$ cat config.mk
export PLATFORM = sky130hd
export DESIGN_NAME = vecpack_core
export DESIGN_NICKNAME = d
export VERILOG_FILES = /design/src/rtl/vecpack_core.sv
export SDC_FILE = /design/constraint.sdc
export NUM_CORES = 1
export LEC_CHECK = 0
export BUFFER_PORTS_ARGS = -buffer_cell sky130_fd_sc_hd__buf_2
export CORE_UTILIZATION = 30
export CTS_CLUSTER_SIZE = 12
export DETAILED_ROUTE_END_ITERATION = 6
export GPL_TIMING_DRIVEN = 0
export HOLD_SLACK_MARGIN = 0.08
export PLACE_DENSITY_LB_ADDON = 0.08
export SLEW_MARGIN = 20
export SYNTH_ARGS = -nofsm -noshare
export SYNTH_HDL_FRONTEND = slang
export SYNTH_SLANG_ARGS = --single-unit
export TNS_END_PERCENT = 50
$ cat constraint.sdc
create_clock -name clk -period 6.3 [get_ports clk]
set_input_delay 0.315 -clock clk [delete_from_list [all_inputs] [get_ports clk]]
set_output_delay 0.315 -clock clk [all_outputs]
set_load 0.01 [all_outputs]
$ cat src/rtl/vecpack_core.sv
`timescale 1ns/1ps
module vecpack_core (
  input  logic        clk,
  input  logic        rst_n,
  input  logic [19:0] cfg_lo,
  input  logic [19:0] cfg_hi,
  input  logic [4:0]  wsize_m1,
  input  logic        tx_ent_valid,
  output logic        tx_ent_ready,
  input  logic [31:0] tx_ent_data,
  output logic        tx_wrd_valid,
  input  logic        tx_wrd_ready,
  output logic [31:0] tx_wrd_data,
  input  logic        rx_wrd_valid,
  output logic        rx_wrd_ready,
  input  logic [31:0] rx_wrd_data,
  output logic        rx_ent_valid,
  input  logic        rx_ent_ready,
  output logic [31:0] rx_ent_data
);
  localparam int VW = 10;
  localparam int NV = 4;

  logic [NV*VW-1:0] vecs;
  logic [5:0]       wsz;
  logic [31:0]      wmask;
  assign vecs  = {cfg_hi, cfg_lo};
  assign wsz   = {1'b0, wsize_m1} + 6'd1;
  assign wmask = 32'hFFFF_FFFF >> (5'd31 - wsize_m1);

  // transmit: entry -> words
  logic        t_full, t_ov;
  logic [1:0]  t_vi;
  logic [31:0] t_ent, t_acc, t_out;
  logic [5:0]  t_cnt;
  logic [VW-1:0] t_v;
  logic [2:0]  t_lm1;
  logic [3:0]  t_n;
  logic [4:0]  t_sh;
  logic [63:0] t_dbl;
  logic [7:0]  t_chunk;
  logic [39:0] t_up;
  logic [31:0] t_nacc;
  logic [6:0]  t_sum;
  logic        t_wdone, t_last, t_step;

  assign t_v     = vecs[t_vi*VW +: VW];
  assign t_lm1   = t_v[3:1];
  assign t_n     = {1'b0, t_lm1} + 4'd1;
  assign t_sh    = t_v[4] ? t_v[9:5] - {2'b0, t_lm1} : t_v[9:5];
  assign t_dbl   = {t_ent, t_ent} >> t_sh;
  assign t_chunk = t_dbl[7:0] & (8'hFF >> (3'd7 - t_lm1));
  assign t_up    = {8'b0, t_acc} | ({32'b0, t_chunk} << t_cnt);
  assign t_nacc  = t_v[4] ? ((t_acc << t_n) | {24'b0, t_chunk}) : t_up[31:0];
  assign t_sum   = {1'b0, t_cnt} + {3'b0, t_n};
  assign t_wdone = t_sum >= {1'b0, wsz};
  assign t_last  = t_v[0] | (t_vi == 2'd3);
  assign t_step  = t_full & (!t_wdone | !t_ov | tx_wrd_ready);

  assign tx_ent_ready = !t_full | (t_step & t_last);
  assign tx_wrd_valid = t_ov;
  assign tx_wrd_data  = t_out;

  always_ff @(posedge clk) begin
    if (!rst_n) begin
      t_full <= 1'b0;
      t_ov   <= 1'b0;
      t_vi   <= 2'd0;
      t_ent  <= '0;
      t_acc  <= '0;
      t_out  <= '0;
      t_cnt  <= '0;
    end else begin
      if (t_ov && tx_wrd_ready) t_ov <= 1'b0;
      if (t_step) begin
        if (t_wdone) begin
          t_out <= t_nacc & wmask;
          t_ov  <= 1'b1;
          t_acc <= '0;
          t_cnt <= '0;
        end else begin
          t_acc <= t_nacc;
          t_cnt <= t_sum[5:0];
        end
        if (t_last) begin
          t_vi   <= 2'd0;
          t_full <= 1'b0;
        end else begin
          t_vi <= t_vi + 2'd1;
        end
      end
      if (tx_ent_valid && tx_ent_ready) begin
        t_ent  <= tx_ent_data;
        t_full <= 1'b1;
      end
    end
  end

  // receive: words -> entry
  logic        r_ov;
  logic [1:0]  r_vi;
  logic [31:0] r_ent, r_out;
  logic [5:0]  r_used, r_rem, r_wsh;
  logic [VW-1:0] r_v;
  logic [2:0]  r_lm1;
  logic [3:0]  r_n;
  logic [4:0]  r_sh;
  logic [31:0] r_wshift;
  logic [7:0]  r_chunk;
  logic [63:0] r_pl64;
  logic [31:0] r_place;
  logic [6:0]  r_sum;
  logic        r_wdone, r_last, r_step;

  assign r_v      = vecs[r_vi*VW +: VW];
  assign r_lm1    = r_v[3:1];
  assign r_n      = {1'b0, r_lm1} + 4'd1;
  assign r_sh     = r_v[4] ? r_v[9:5] - {2'b0, r_lm1} : r_v[9:5];
  assign r_rem    = wsz - r_used;
  assign r_wsh    = r_v[4] ? ((r_rem >= {2'b0, r_n}) ? r_rem - {2'b0, r_n} : 6'd0) : r_used;
  assign r_wshift = rx_wrd_data >> r_wsh;
  assign r_chunk  = r_wshift[7:0] & (8'hFF >> (3'd7 - r_lm1));
  assign r_pl64   = {56'b0, r_chunk} << r_sh;
  assign r_place  = r_pl64[31:0] | r_pl64[63:32];
  assign r_sum    = {1'b0, r_used} + {3'b0, r_n};
  assign r_wdone  = r_sum >= {1'b0, wsz};
  assign r_last   = r_v[0] | (r_vi == 2'd3);
  assign r_step   = rx_wrd_valid & (!r_last | !r_ov | rx_ent_ready);

  assign rx_wrd_ready = r_step & r_wdone;
  assign rx_ent_valid = r_ov;
  assign rx_ent_data  = r_out;

  always_ff @(posedge clk) begin
    if (!rst_n) begin
      r_ov   <= 1'b0;
      r_vi   <= 2'd0;
      r_ent  <= '0;
      r_out  <= '0;
      r_used <= '0;
    end else begin
      if (r_ov && rx_ent_ready) r_ov <= 1'b0;
      if (r_step) begin
        r_used <= r_wdone ? 6'd0 : r_sum[5:0];
        if (r_last) begin
          r_out <= r_ent | r_place;
          r_ov  <= 1'b1;
          r_ent <= '0;
          r_vi  <= 2'd0;
        end else begin
          r_ent <= r_ent | r_place;
          r_vi  <= r_vi + 2'd1;
        end
      end
    end
  end
endmodule

Word level (Yosys, flattened, before mapping)
Index checks and enable logic that the tools add are counted.
- mux-type cells: 20
- bitwise operators: 18
- magnitude comparators: 3
- reduce and logical (&&, ||, !) cells: 13
- equality and inequality tests: 2
- $mul: 2
- shift operators: 10
- $add $sub $neg: 14
- operator list (operator ; number):
    32-bit 2-to-1 mux ; 3
    32-bit OR ; 3
    40-bit by 7-bit variable part select with 10-bit output ; 2
    8-bit by 5-bit left shift with 64-bit output ; 1
    64-bit by 5-bit right shift with 8-bit output ; 1
    32-bit AND ; 1
    32-bit by 8-bit OR with 32-bit output ; 1
    32-bit by 4-bit left shift with 32-bit output ; 1
    8-bit by 6-bit left shift with 32-bit output ; 1
    32-bit by 5-bit right shift with 32-bit output (first input constant) ; 1
    32-bit by 6-bit right shift with 8-bit output ; 1
    6-bit 2-to-1 mux ; 4
    8-bit AND ; 2
    8-bit by 3-bit right shift with 8-bit output (first input constant) ; 2
    6-bit by 4-bit adder with 7-bit output ; 2
    7-bit by 6-bit >= comparator with 1-bit output ; 2
    2-bit by 3-bit multiplier with 5-bit output (second input constant) ; 2
    5-bit 2-to-1 mux ; 2
    5-bit by 3-bit subtractor with 5-bit output ; 2
    1-bit 2-to-1 mux ; 9
    3-bit by 1-bit adder with 4-bit output (second input constant) ; 2
    1-bit OR ; 7
    5-bit by 1-bit adder with 6-bit output (second input constant) ; 1
    6-bit by 4-bit >= comparator with 1-bit output ; 1
    other kinds (12) ; 28
- output and inout port bits: 68
- bits in registers: 179
- word-level logic and storage cells: 94
- bits of input ports: 115

Depth between registers and ports, before layout
Gate-level depths: netlist (run 1).
- depth in word-level cells: 14
- depth in mapped cells: 26
- gate-level depth less buffers: 20

Least setup slack after synthesis (run 1)
Ideal clock, no wire load.
- path kind: register to register
- from: register t_vi[0]
- to: register t_ent[25]
- cell stages (with the launch flop): 27
- data required time: 6.230 ns
- setup time: 0.070 ns
- period minus slack after synthesis: 6.216 ns
- path buffers: 8
- arrival time: 6.146 ns
- slack: 0.084 ns
- path through: dfxtp_1 -> buf_6 -> buf_6 -> mux4_2 -> clkbuf_1 -> buf_1 -> inv_1 -> ha_1 -> clkbuf_1 -> inv_2 -> buf_1 -> fa_1 -> inv_1 -> ha_1 -> a21o_1 -> a21o_1 -> a21o_1 -> a21o_1 -> a21o_1 -> a31oi_1 -> nor2_1 -> o21ai_0 -> and2_1 -> clkbuf_1 -> clkbuf_1 -> nand2_1 -> a21oi_1
- cells in the longest elaborated chain, start to end: 12
- elaborated cells on any way between the ends: 14
- classes of those cells: add/sub: 2; mul: 1; order compare: 1; eq/ne: 1; shift: 1; bitwise: 6; reduce/logical: 2
- ends and longest elaborated chain (item ; RTL line ; source):
    start: declaration ; 33 ; logic [1:0] t_vi;
    start signal: assignment ; 89 ; t_vi <= t_vi + 2'd1;
    2-bit by 3-bit multiplier with 5-bit output ; 47 ; assign t_v = vecs[t_vi*VW +: VW];
    40-bit by 7-bit variable part select with 10-bit output ; 47 ;
    3-bit by 1-bit adder with 4-bit output ; 49 ; assign t_n = {1'b0, t_lm1} + 4'd1;
    6-bit by 4-bit adder with 7-bit output ; 55 ; assign t_sum = {1'b0, t_cnt} + {3'b0, t_n};
    7-bit by 6-bit >= comparator with 1-bit output ; 56 ; assign t_wdone = t_sum >= {1'b0, wsz};
    1-bit zero test ; 58 ; assign t_step = t_full & (!t_wdone | !t_ov | tx_wrd_ready);
    1-bit OR (2 in a row) ; 58 ;
    1-bit AND ; 58 ;
    1-bit AND * ; 60 ; assign tx_ent_ready = !t_full | (t_step & t_last);
    1-bit OR * ; 60 ;
    via tx_ent_ready ; 9 ; output logic tx_ent_ready,
    1-bit logical AND * ; 92 ; if (tx_ent_valid && tx_ent_ready) begin
    end signal: assignment ; 93 ; t_ent <= tx_ent_data;
    end: declaration ; 34 ; logic [31:0] t_ent, t_acc, t_out;
The timed path passes the listed nets; every way through them passes the cells marked *.
A chain may end at the register's enable or synchronous reset.

Worst setup path after layout (run 1)
- from: register r_vi[1]
- to: register r_out[25] (netlist: rx_ent_data[25])
- cells in the longest elaborated chain, start to end: 11
- elaborated cells on any way between the ends: 23
- classes of those cells: add/sub: 4; mul: 1; order compare: 1; eq/ne: 1; shift: 4; mux: 3; bitwise: 7; reduce/logical: 2
- ends and longest elaborated chain (item ; RTL line ; source):
    start: declaration ; 101 ; logic [1:0] r_vi;
    start signal: assignment ; 152 ; r_vi <= r_vi + 2'd1;
    2-bit by 3-bit multiplier with 5-bit output ; 115 ; assign r_v = vecs[r_vi*VW +: VW];
    40-bit by 7-bit variable part select with 10-bit output ; 115 ;
    3-bit by 1-bit adder with 4-bit output ; 117 ; assign r_n = {1'b0, r_lm1} + 4'd1;
    6-bit by 4-bit subtractor with 6-bit output or 6-bit by 4-bit >= comparator with 1-bit output (tied branches) ; 120 ; assign r_wsh = r_v[4] ? ((r_rem >= {2'b0, r_n}) ? r_rem - {2'b0, r_n} : 6'd0) : r_used;
    6-bit 2-to-1 mux (2 in a row) ; 120 ;
    32-bit by 6-bit right shift with 8-bit output ; 121 ; assign r_wshift = rx_wrd_data >> r_wsh;
    8-bit AND ; 122 ; assign r_chunk = r_wshift[7:0] & (8'hFF >> (3'd7 - r_lm1));
    8-bit by 5-bit left shift with 64-bit output ; 123 ; assign r_pl64 = {56'b0, r_chunk} << r_sh;
    32-bit OR ; 124 ; assign r_place = r_pl64[31:0] | r_pl64[63:32];
    32-bit OR ; 146 ; r_out <= r_ent | r_place;
    end signal: assignment ; 146 ;
    end: declaration ; 102 ; logic [31:0] r_ent, r_out;
Parallel ways exist; a longest one is shown, timed or not.

==> out/results.ini, run 1 <==
[run_status]
status = finished, final reports clean

[cells_and_area]
drive_gt1_share_pct = 19.3
antenna_cells = 0
nFillCells = 5518
area_growth_pct = 21.5
stdcell_count = 3001
finish.utilization_pct = 37.1
seqCellArea_um2 = 3580
nNetsFinal = 2478
multiInputGateArea_um2 = 11700

[critical_path]
rr_startpoint = r_vi[1]
cp-end-kind = flip-flop
critPathLaunchType = flip-flop
regToRegSetupSlack_ps = 160
rr_endpoint = rx_ent_data[25]
setup.worst_path.class = flip-flop to flip-flop
reg2reg_depth = 21
worstPathArrival_ps = 6510
cp.required_ps = 6670
cp_max_fo = 10

[synth]
synth.most_common_cell = nand2_1
synth_cell_types = 102
synth_top_area_share_pct = 22.8
synth-seq-cells = 179
synthTopCellsByCount = nand2_1, dfxtp_1, a21oi_1, nor2_1, mux2i_1
netlist_area_um2 = 15700
yosys-top-cells-area = dfxtp_1, mux2i_1, nand2_1
synth_warnings = 0
ys_async_sr_fraction_pct = 0
synth_top_area_cell = dfxtp_1
synth_fp_nets = 2234
yosysSeqAreaShare_pct = 22.8
yosys_most_used_dff = dfxtp_1
syn_area_per_cell_um2 = 7.62
synth_edf_count = 0
synthCells = 2064

[timing]
slew_headroom_pct = 26.3
fin_crit_ps = 6140
setup_tns_ps = 0
fmax_mhz = 163
tightest_slew_ps = 1100
fin_worst_skew_ps = 13.8
drv_slew = 0
hold_viol_final = 0
period_share_pct = 97.5
rsz0062_at_grt = true
finalSetupViolCount = 0
whs_ps = 118

[cts]
cts_root_buffer = clkbuf_16
clockBufferDepth = 2
htreeDepth = 4
cts_sinks = 179
cts_tree = yes
clk_latency_ps = 490
numCtsBuffers = 17
path_clk_slew_ps = 90

[grt]
grtUsageTotal_pct = 28.1
grt_max_degree = 23
antenna_found_initial = 3
grt_overflow = 0
grt_pass1_wl_um = 112000
grt_pass1_vias = 17300

[die]
dieArea_um2 = 53400
core_area_um2 = 51500
dieHeight_um = 231
start_util_pct = 30.5
core.rowCount = 83
die_w_um = 231
design.portCount = 183

[pwr]
p_leak_uw = 0.00766
power_uw = 7150
power.density_nw_per_um2 = 374
max-vdd-ir-drop_mv = 0.222

[placed_design]
port-buffer-count = 182
place_inst = 2926
gp_congestion = 0.957
dp_hpwl_um = 60400

[hold_path]
hold_path.class = input pin to flip-flop
min_path_cells = 3
min_to = t_ent[2]
min_from = tx_ent_data[2]

[flow_run]
cap_violations = 0

[routing]
first_pass_iters = 6
drt-total-wl_um = 75700
num_vias = 17800
viasPerCell = 5.93
wl_per_cell_um = 25.2
antenna_left = 0
drc = 0
first_iter_violations = 1348

cells in the final DEF (no fill, tap or decap), types with 53 or more instances in the layout:
master and instances:
inv_1 55, nor3_1 53, clkbuf_1 71, buf_2 207, a21oi_1 149, o21ai_0 119
mux2i_1 146, nor2_1 150, dfxtp_1 179, nand2_1 338
routing by layer:
metal  share of wire (%)  wire length, um  GRT usage (%)
met1                  44            33300           36.6
met3                 5.3             3980           3.80
met4                 2.6             1980           8.69
met5               0.038               29              0
met2                  48            36400           47.5
how the worst max path moves through the flow:
stage / slack, ps / start / cells after the start / to
finish: 160 / r_vi[1] / 21 / rx_ent_data[25]
global route: -30 / r_vi[0] / 24 / rx_ent_data[6]
CTS: -50 / r_vi[0] / 24 / rx_ent_data[22]
detailed placement: -2250 / t_vi[1] / 25 / tx_wrd_data[25]
global placement: -2290 / t_vi[1] / 25 / tx_wrd_data[25]
floorplan: 80 / t_vi[0] / 26 / t_ent[25]
per-stage QoR:
step | cell area, um2 | setup WS (ps)
global placement | 17500 | -2290
global route | 19100 | -27.8
finish | 19100 | 159
CTS | 18700 | -51.7
detailed placement | 17500 | -2250
floorplan | 15700 | 83.6
final cells by class:
type	count	area share (%)
Buffer	138	3.75
Clock buffer	17	2.23
Clock inverter	15	1.14
Inverter	59	1.20
Multi-Input combinational cell	1683	61.4
Sequential cell	179	18.8
Tap cell	680	4.45
Timing Repair Buffer	230	7.05
sequential cells by signal (all words and copies together) (netlist names):
signal and count:
t_cnt 6, r_used 6, r_ent 32, rx_ent_valid 1, t_full 1, rx_ent_data 32
t_ent 32, r_vi 2, tx_wrd_data 32, t_acc 32, tx_wrd_valid 1, t_vi 2
worst max-delay path, stage by stage, from the launching register on:
cell and delay [ps]:
dfxtp_1 470, clkdlybuf4s18_2 500, mux4_2 440, ha_1 250, inv_1 60, ha_1 250
inv_1 70, ha_1 270, a21o_1 220, a21oi_2 180, nand2_1 190, o41ai_4 470
nand2_2 270, buf_2 270, a211oi_1 580, a211oi_1 110, o21ai_1 190, a21oi_2 120
mux2i_2 350, o22ai_1 220, o22ai_2 360, o21ai_0 150
timing repair:
action                                  4_1_cts  5_1_grt
buffers inserted                              4       14
pin swaps                                     5       14
endpoints found under the hold margin        30        0
gates resized for setup                      69       64
hold buffers                                 30        0
endpoints found under the setup margin      171      138
kinds of logic (layout without fill, tap and decap cells):
family                   count (synthesis)  in the layout  share of synthesized area, %
adder cells (fa/ha/maj)                 55             55                          4.66
AND/OR/NAND/NOR                        746            746                          21.5
XOR/XNOR                                26             26                          1.58
multiplexers                           197            197                          14.9
AO/OA/AOI/OAI                          659            659                          28.9
buffers and inverters                  202            459                          5.77
flip-flops                             179            179                          22.8
where the power goes:
group	switching [uW]	internal [uW]	total (uW)	leakage (uW)
combinational	3090	1570	4660	0.00589
clock	607	552	1160	0.000309
sequential	103	1230	1330	0.00146
No activity file was read; power rests on OpenSTA's default activity.
==> inputs of run 2 (changes only) <==
--- a/config.mk
+++ b/config.mk
@@ -6,6 +6,7 @@
 export NUM_CORES = 1
 export LEC_CHECK = 0
 export BUFFER_PORTS_ARGS = -buffer_cell sky130_fd_sc_hd__buf_2
+export CORE_ASPECT_RATIO = 0.7
 export CORE_UTILIZATION = 30
 export CTS_CLUSTER_SIZE = 12
 export DETAILED_ROUTE_END_ITERATION = 6
==> run 2 against run 1 <==
Sequential share of layout area about the same; sequential cell count unchanged; first-iteration DRC count up 62%; final cell count down 0.43%; clock skew up 6.9 ps; worst setup slack worse by 28 ps; largest power group unchanged; highest routed layer unchanged.
==> out/results.ini, run 2 (synthesized netlist as in run 1, its figures left out) <==
[cells_and_area]
drive_gt1_share_pct = 20.5  ; +1.1 points
layout_common_cells = nand2_1, buf_2, dfxtp_1
final_common_cell = nand2_1
nFillCells = 5509  ; -0.16%
stdcell_count = 2988  ; -0.43%
nNetsFinal = 2464  ; -0.56%
area_growth_pct = 21.6  ; about the same

[die]
design.portCount = 183  ; unchanged
start_util_pct = 30.7  ; +0.14 points
die_w_um = 276  ; +19%
core_area_um2 = 51300  ; -0.44%
core.rowCount = 69  ; -17%
dieArea_um2 = 53400  ; about the same
dieHeight_um = 194  ; -16%

[timing]
tightest_slew_ps = 1290  ; +189 ps
hold_viol_final = 0  ; unchanged
period_share_pct = 97.9  ; +0.45 points
slew_headroom_pct = 13.6  ; -13 points
fmax_mhz = 162  ; -0.46%
finalWorstSetupSlack_ps = 131  ; -28.2 ps
fin_crit_ps = 6170  ; +28.2 ps
drv_slew = 0  ; unchanged
finalSetupViolCount = 0  ; unchanged
fin_worst_skew_ps = 20.7  ; +6.89 ps

[placed_design]
gp_congestion = 1.06  ; +11%
port-buffer-count = 182  ; unchanged
pre_cts_slack_ps = -2450  ; -201 ps
dp_hpwl_um = 68800  ; +14%
place_inst = 2920  ; -0.21%

[hold_path]
min_from = tx_ent_data[22]
hold_path.class = input pin to flip-flop

[flow_run]
cap_violations = 0  ; unchanged

[cts]
cts_tree = yes
clk_latency_ps = 480  ; about the same
htreeDepth = 4  ; unchanged
cts_sinks = 179  ; unchanged
cts_root_buffer = clkbuf_16
clockBufferDepth = 2  ; unchanged
path_clk_slew_ps = 90  ; about the same
numCtsBuffers = 17  ; unchanged

[routing]
first_pass_iters = 7  ; +1
antenna_left = 0  ; unchanged
wl_per_cell_um = 28.5  ; +13%
drt-met1-wl_um = 40600  ; +22%
met2_length_um = 32100  ; -12%
met3WireLength_um = 11100  ; +180%
drc = 0  ; unchanged
num_vias = 18200  ; +2.5%
viasPerCell = 6.10  ; +3.0%
first_iter_violations = 2179  ; +62%
drt-total-wl_um = 85300  ; +13%
routed.top_layer = met5

[critical_path]
cp_common_cell = buf_2
critPathMaxStageDelay_ps = 670  ; +90 ps
setup.worst_path.class = flip-flop to flip-flop
cp_max_fo = 11  ; +1
path_buf_inv = 6  ; +2
rr_startpoint = t_vi[0]
crit_chain = buf_6, buf_6, mux4_2, buf_2, ha_1, fa_1, inv_1, mux2i_4, buf_2, buf_2, nand2_1, nand3_1, o2111ai_1, a32oi_2, o22ai_1, a22oi_1, a2bb2oi_1, nor2_1, nor3_1, o41ai_1
worstPathArrival_ps = 6520  ; about the same
cp.required_ps = 6650  ; -20 ps
critPathLaunchType = flip-flop
cp_slowest_cell = mux4_2
critPathLaunch = t_vi[0]
regToRegSetupSlack_ps = 130  ; -30 ps
cp-end-kind = flip-flop
path_delay_family = compound AO/OA/AOI/OAI gates

[run_status]
status = finished, final reports clean

[pwr]
p_int_uw = 3410  ; +1.8%
max-vdd-ir-drop_mv = 0.177  ; -20%
p_clk_share_pct = 15.2  ; -1.0 points
combPwrFrac_pct = 67.2  ; +2.0 points
p_leak_uw = 0.00766  ; about the same
power.density_nw_per_um2 = 396  ; +5.8%
seqPwrFrac_pct = 17.6  ; -1.0 points
switchingPower_uw = 4160  ; +9.4%
p_sw_share_pct = 55.0  ; +1.8 points

[grt]
antenna_found_initial = 8  ; +5
grt_overflow = 0  ; unchanged
grt_max_degree = 21  ; -8.7%
grt_pass1_vias = 17200  ; -0.10%
grt_pass1_wl_um = 122000  ; +9.0%
grtUsageTotal_pct = 31.4  ; +3.3 points

-- run 2: layer usage --
metal	up-vias	GRT usage [%]
li1	8175	-
met1	9034	46.8
met2	931	40.1
met3	88	14.4
met4	4	5.98
met5	-	0
-- run 2: timing repair --
| item | CTS | global route |
|---|---|---|
| buffers inserted | 9 | 13 |
| hold buffers | 13 | 0 |
| hold endpoints to repair | 13 | 0 |
| pin swaps | 12 | 14 |
| gates resized for setup | 91 | 90 |
| setup endpoints to repair | 171 | 154 |
-- run 2: cell type report --
class,count,area [um2],share of cell area (%)
Inverter,59,229,1.20
Multi-Input combinational cell,1683,11900,62.2
Buffer,137,738,3.86
Timing Repair Buffer,217,1210,6.31
Tap cell,674,843,4.41
Antenna cell,7,17.5,0.0916
Clock inverter,14,180,0.942
Clock buffer,18,439,2.30
Sequential cell,179,3580,18.7
-- run 2: worst min-delay path, cell delays in order --
cell	delay (ps)
buf_2	100
nand2_1	50
a21oi_1	50
-- run 2: per-stage QoR --
step	hold slack, ps	total power (uW)	TNS [ps]	utilization [%]	cell area [um2]
finish	98.3	7570	0	37.3	19100
detailed placement	436	5630	-313590	34.1	17500
global placement	430	5710	-311890	34.1	17500
floorplan	425	4050	0	-	15700
CTS	80.5	7110	0	36.4	18700
global route	94.3	7870	-44.4	37.3	19100
-- run 2: power by group through the flow --
stage / registers [uW] / clock network, uW / logic, uW
global placement: 1350 / 0 / 4360
finish: 1340 / 1150 / 5080
CTS: 1330 / 1170 / 4610
global route: 1340 / 1220 / 5310
floorplan: 1320 / 0 / 2730
detailed placement: 1350 / 0 / 4280
-- run 2: worst paths after layout --
kind	endpoint	cells past startpoint
min	t_ent[22]	3
min reg2reg	tx_wrd_data[9]	2
max	tx_wrd_data[30]	20
max reg2reg	tx_wrd_data[30]	20
